<file path="config.mk">
export PLATFORM = sky130hd
export DESIGN_NAME = prescale_top
export DESIGN_NICKNAME = d
export VERILOG_FILES = /design/src/rtl/prescale_pkg.sv /design/src/rtl/prescale_regs.sv /design/src/rtl/prescale_chan.sv /design/src/rtl/prescale_top.sv
export SDC_FILE = /design/constraint.sdc
export NUM_CORES = 2
export LEC_CHECK = 0
export BUFFER_PORTS_ARGS = -buffer_cell sky130_fd_sc_hd__buf_4
export CAP_MARGIN = 10
export CORE_MARGIN = 2
export CORE_UTILIZATION = 31
export DETAILED_ROUTE_END_ITERATION = 8
export REMOVE_ABC_BUFFERS = 1
export SLEW_MARGIN = 10
export SYNTH_ARGS = -nofsm -noshare
export SYNTH_HDL_FRONTEND = slang
export SYNTH_HIERARCHICAL = 1
export SYNTH_SLANG_ARGS = --single-unit
export TNS_END_PERCENT = 1
</file>
<file path="constraint.sdc">
create_clock -name clk -period 11.45 [get_ports clk]
set_clock_uncertainty 0.2 [all_clocks]
set_input_delay 1.7175 -clock clk [delete_from_list [all_inputs] [get_ports clk]]
set_output_delay 1.7175 -clock clk [all_outputs]
set_load 0.02 [all_outputs]
</file>
<file path="src/rtl/prescale_pkg.sv">
package prescale_pkg;
  localparam int NCH        = 3;
  localparam int REG_ADDR_W = 3;
  localparam int REG_DATA_W = 16;
  localparam int FRAC_BITS  = 14;
  localparam int ADR_CTRL   = 0;
  localparam int ADR_GAIN0  = 1;
  localparam int ADR_OFFS0  = 4;
  localparam int CTRL_BYP   = 0;
  localparam int CTRL_LEG   = 1;
endpackage

</file>
<file path="src/rtl/prescale_regs.sv">
module prescale_regs
  import prescale_pkg::*;
#(
  parameter int SCALE_W = 16,
  parameter int BIAS_W  = 16
) (
  input  logic                        clk,
  input  logic                        rst,
  input  logic                        we,
  input  logic [REG_ADDR_W-1:0]       addr,
  input  logic [REG_DATA_W-1:0]       wdata,
  input  logic                        sof,
  output logic                        byp_o,
  output logic                        leg_o,
  output logic                        gsel_o,
  output logic [NCH*SCALE_W-1:0]      gain_o,
  output logic [NCH*BIAS_W-1:0]       offs_o
);
  localparam logic [SCALE_W-1:0] GAIN_ONE = SCALE_W'(1 << FRAC_BITS);
  localparam logic [REG_ADDR_W-1:0] A_CTRL = REG_ADDR_W'(ADR_CTRL);

  always_ff @(posedge clk) begin
    if (rst) begin
      byp_o  <= 1'b1;
      leg_o  <= 1'b0;
      gsel_o <= 1'b0;
    end else if (we && addr == A_CTRL) begin
      byp_o  <= wdata[CTRL_BYP];
      leg_o  <= wdata[CTRL_LEG];
      gsel_o <= wdata[CTRL_BYP] & wdata[CTRL_LEG];
    end
  end

  for (genvar c = 0; c < NCH; c++) begin : g_ch
    localparam logic [REG_ADDR_W-1:0] A_GAIN = REG_ADDR_W'(ADR_GAIN0 + c);
    localparam logic [REG_ADDR_W-1:0] A_OFFS = REG_ADDR_W'(ADR_OFFS0 + c);
    logic [SCALE_W-1:0] gain_sh, gain_act;
    logic [BIAS_W-1:0]  offs_sh, offs_act;

    always_ff @(posedge clk) begin
      if (rst) begin
        gain_sh  <= GAIN_ONE;
        offs_sh  <= '0;
        gain_act <= GAIN_ONE;
        offs_act <= '0;
      end else begin
        if (we && addr == A_GAIN) gain_sh <= wdata[SCALE_W-1:0];
        if (we && addr == A_OFFS) offs_sh <= wdata[BIAS_W-1:0];
        if (sof) begin
          gain_act <= gain_sh;
          offs_act <= offs_sh;
        end
      end
    end

    assign gain_o[c*SCALE_W +: SCALE_W] = gain_act;
    assign offs_o[c*BIAS_W +: BIAS_W]   = offs_act;
  end
endmodule

</file>
<file path="src/rtl/prescale_chan.sv">
module prescale_chan
  import prescale_pkg::*;
#(
  parameter int CH_W    = 10,
  parameter int SCALE_W = 16,
  parameter int BIAS_W  = 16
) (
  input  logic               clk,
  input  logic               rst,
  input  logic [CH_W-1:0]    pix_in,
  input  logic [CH_W-1:0]    lut_in,
  input  logic [SCALE_W-1:0] gain,
  input  logic [BIAS_W-1:0]  offs,
  input  logic               byp_s1,
  input  logic               leg_s1,
  output logic [CH_W-1:0]    pix_out
);
  localparam int PROD_W = CH_W + SCALE_W;
  localparam int PS_W   = PROD_W - FRAC_BITS;
  localparam int SUM_W  = ((PS_W + 1) > BIAS_W ? (PS_W + 1) : BIAS_W) + 1;
  localparam logic signed [SUM_W-1:0] MAXV = SUM_W'((1 << CH_W) - 1);

  logic [PS_W-1:0]   prod_q;
  logic [BIAS_W-1:0] offs_q;
  logic [CH_W-1:0]   in_q, lut_q;

  // stage 1: multiply and align to the integer grid
  always_ff @(posedge clk) begin
    if (rst) begin
      prod_q <= '0;
      offs_q <= '0;
      in_q   <= '0;
      lut_q  <= '0;
    end else begin
      prod_q <= PS_W'(({{SCALE_W{1'b0}}, pix_in} * {{CH_W{1'b0}}, gain}) >> FRAC_BITS);
      offs_q <= offs;
      in_q   <= pix_in;
      lut_q  <= lut_in;
    end
  end

  // stage 2: offset, clamp, path select
  logic signed [SUM_W-1:0] a_s, b_s, sum_s;
  logic [CH_W-1:0] clamped;
  always_comb begin
    a_s   = {{(SUM_W-PS_W){1'b0}}, prod_q};
    b_s   = {{(SUM_W-BIAS_W){offs_q[BIAS_W-1]}}, offs_q};
    sum_s = a_s + b_s;
    if (sum_s < 0)         clamped = '0;
    else if (sum_s > MAXV) clamped = '1;
    else                   clamped = sum_s[CH_W-1:0];
  end

  always_ff @(posedge clk) begin
    if (rst)          pix_out <= '0;
    else if (leg_s1)  pix_out <= lut_q;
    else if (byp_s1)  pix_out <= in_q;
    else              pix_out <= clamped;
  end
endmodule

</file>
<file path="src/rtl/prescale_top.sv">
module prescale_top
  import prescale_pkg::*;
#(
  parameter int CH_W    = 10,
  parameter int SCALE_W = 16,
  parameter int BIAS_W  = 16
) (
  input  logic                  clk,
  input  logic                  rst,
  input  logic                  reg_we,
  input  logic [REG_ADDR_W-1:0] reg_addr,
  input  logic [REG_DATA_W-1:0] reg_wdata,
  input  logic                  sof_i,
  input  logic                  pix_vld_i,
  input  logic [NCH*CH_W-1:0]   pix_i,
  input  logic [NCH*CH_W-1:0]   lut_pix_i,
  output logic                  pix_vld_o,
  output logic [NCH*CH_W-1:0]   pix_o,
  output logic                  gamma_legacy_o
);
  logic ctrl_byp, ctrl_leg;
  logic [NCH*SCALE_W-1:0] act_gain;
  logic [NCH*BIAS_W-1:0]  act_offs;
  logic vld_s1, byp_s1, leg_s1;

  prescale_regs #(.SCALE_W(SCALE_W), .BIAS_W(BIAS_W)) regs_i (
    .clk(clk), .rst(rst), .we(reg_we), .addr(reg_addr), .wdata(reg_wdata),
    .sof(sof_i), .byp_o(ctrl_byp), .leg_o(ctrl_leg), .gsel_o(gamma_legacy_o),
    .gain_o(act_gain), .offs_o(act_offs)
  );

  always_ff @(posedge clk) begin
    if (rst) begin
      vld_s1    <= 1'b0;
      byp_s1    <= 1'b1;
      leg_s1    <= 1'b0;
      pix_vld_o <= 1'b0;
    end else begin
      vld_s1    <= pix_vld_i;
      byp_s1    <= ctrl_byp;
      leg_s1    <= ctrl_byp & ctrl_leg;
      pix_vld_o <= vld_s1;
    end
  end

  for (genvar c = 0; c < NCH; c++) begin : g_ch
    prescale_chan #(.CH_W(CH_W), .SCALE_W(SCALE_W), .BIAS_W(BIAS_W)) chan_i (
      .clk(clk), .rst(rst),
      .pix_in(pix_i[c*CH_W +: CH_W]),
      .lut_in(lut_pix_i[c*CH_W +: CH_W]),
      .gain(act_gain[c*SCALE_W +: SCALE_W]),
      .offs(act_offs[c*BIAS_W +: BIAS_W]),
      .byp_s1(byp_s1), .leg_s1(leg_s1),
      .pix_out(pix_o[c*CH_W +: CH_W])
    );
  end
endmodule

</file>
==> results.tsv <==
metric	value	unit
dp.cells	4272	
drt-vias-per-instance	4.59	
place_hpwl	50.5	mm
grt_antenna_before_repair	2	
die_w	310	um
grt_pass1_vias	20461	
worstMarginPinSlew	997	ps
crit_slowest_cell	fa_1	
drt-pass1-iter-count	5	
critPathBufInv	6	
finalHoldViolCount	0	
setup.worst_path.end_class	flip-flop	
start_util	31.2	%
boundaryPins	116	
slew_headroom	33.5	%
overflow	0	
wl	70.2	mm
syn_inst	3055	
p_leak	0.0158	uW
rsz0062_at_grt	false	
postCtsSetupRepairBufs	0	
critPathArrivalTime	7090	ps
cap_violations	0	
slew_viol_final	0	
grt_start_max_net_pins	183	
cts_tree	built	
utilization	34.7	%
layout_common_cells	dfxtp_1 (371), inv_1 (362), fa_1 (330)	
routedWlPerCell	16.1	um
fin_crit	6830	ps
status	completed	
ys.flop_type	dfxtp_1	
cts.htree.levels	2	
synth_edf_count	0	
rows	112	
vdd_drop_max	97.0	uV
synth_area	29000	sq um
r2r_slack	5060	ps
fin_tns_setup	0	ps
ant_nets	0	
synthArstFlopShare	0	%
postCtsHoldBufs	0	
die-area	96100	sq um
die_h	310	um
io_buffers	115	
worstSetupPathType	input port to flip-flop	
power_density	97.3	nW/um^2
drtIter0Drc	1002	
seq_area_frac_synth	25.7	%
critPathTopFamily	adder cells	
finalNonFillerCells	4352	
syn-mean-instance-area	9.50	sq um
nNetsFinal	3690	
cts-root-buf	clkbuf_16	
setup_violations	0	
cp_slowest_stage_delay	580	ps
min_path_type	flip-flop to flip-flop	
netlist-cell-type-count	96	
drc	0	
cts_buffers	43	
clock.fmax	0.146	GHz
clkTransAtPathRegs	70	ps
place.gp.congestion	0.857	
clock_sinks	373	
grt_use_total	15.0	%
cts_resized	0	
finalCritPeriodShare	59.6	%
cp_max_fo	17	
cp_data_required_time	11720	ps
core_area	93000	sq um
yosysWarningCount	6	
grt_pass1_wl	114	mm
vias	19967	
setup_ws	4620	ps
final_common_cell	dfxtp_1	
cts_max_path_buffers	3	
drive_gt1_share	7.56	%
pre_cts_ws	4020	ps
total_power	3140	uW
clock_latency	580	ps
syn_to_final_growth	11.3	%
start_kind	input port	
ys_seq_elements	373	
worstPathCellList	buf_4, nand2_1, fa_1, inv_1, fa_1, inv_1, fa_1, inv_1, fa_1, inv_1, fa_1, inv_1, ha_1, a211oi_1, o21ai_0, o221ai_1, nand4_1, o211ai_1, o21ai_1, a31oi_1, o21bai_1, mux2_2	
-- report_power, final --
group / switching (uW) / internal, uW
registers: 24.8 / 1340
clock network: 577 / 851
logic: 212 / 142
total: 814 / 2330
-- per-stage QoR --
stage / hold slack, ps / cell area, sq um
after floorplan: 214 / 28300
after global placement: 220 / 30800
after detailed placement: 228 / 30800
after CTS: 245 / 32300
after global routing: 259 / 32300
final: 240 / 32300
-- cell families after synthesis --
logic type	count (synthesis)	synth area share, %
flip-flops	373	25.7
buffers and inverters	527	7.29
AND/OR/NAND/NOR	1059	19.1
multiplexers	201	6.97
adder cells (fa/ha/maj)	543	31.9
AO/OA/AOI/OAI	300	7.42
XOR/XNOR	52	1.57
-- flip-flops by register name (all words and copies together) (netlist names) --
signal and flops:
regs_i/gsel_o 1, pix_vld_o 1, vld_s1 1, g_ch.chan_i/lut_q 30, regs_i/g_ch.gain_act 48, regs_i/leg_o 1
g_ch.chan_i/in_q 30, regs_i/g_ch.offs_act 48, g_ch.chan_i/offs_q 48, leg_s1 1, regs_i/g_ch.offs_sh 48, regs_i/byp_o 1
byp_s1 1, g_ch.chan_i/prod_q 36, regs_i/g_ch.gain_sh 48, g_ch.chan_i/pix_out 30
-- layout make-up --
class	instances	area (sq um)
fill	9567	60700
multi-input combinational	2155	19400
sequential	373	7470
tap	1254	1570
inverter	363	1360
clock buffer	55	1140
timing repair buffer	127	977
clock inverter	23	334
antenna	2	5.00
-- cell usage after synthesis, types with 9 or more instances --
master,number,area share [%]
fa_1,330,23
buf_4,9,0.23
nand3_1,22,0.38
and3_1,12,0.26
a211oi_1,13,0.34
o21ai_1,9,0.16
o21ai_0,32,0.55
a21oi_1,90,1.6
inv_1,362,4.7
nor2b_1,124,2.7
xor2_1,24,0.72
nand4_1,15,0.32
nand2_1,274,3.5
buf_2,21,0.36
o21bai_1,9,0.23
o21a_1,12,0.31
a21o_1,35,0.91
nand2b_1,123,2.7
clkbuf_1,123,1.6
nor2_1,175,2.3
xnor2_1,28,0.84
a31oi_1,10,0.22
and2_1,247,5.3
a221oi_1,9,0.27
mux2i_1,196,6.8
ha_1,213,9.2
dfxtp_1,373,26
nor3_1,26,0.45
-- per-layer routing --
layer / global-route usage (%) / vias up / part of all wire [%]
met3: 2.06 / 94 / 3.8
li1: - / 9764 / -
met5: 0 / - / 0.014
met2: 24.4 / 310 / 46
met4: 3.71 / 2 / 2.2
met1: 20.9 / 9797 / 48
-- final timing paths --
kind / from / to / cells after the start
worst max-delay path: pix_i[3] / g_ch[0].chan_i/prod_q[10] / 22
worst min-delay path: vld_s1 / pix_vld_o / 1
worst max register to register: regs_i/g_ch[0].gain_act[5] / g_ch[0].chan_i/prod_q[10] / 21
worst min register to register: vld_s1 / pix_vld_o / 1
Note: power is estimated with default switching activity, not from simulation.
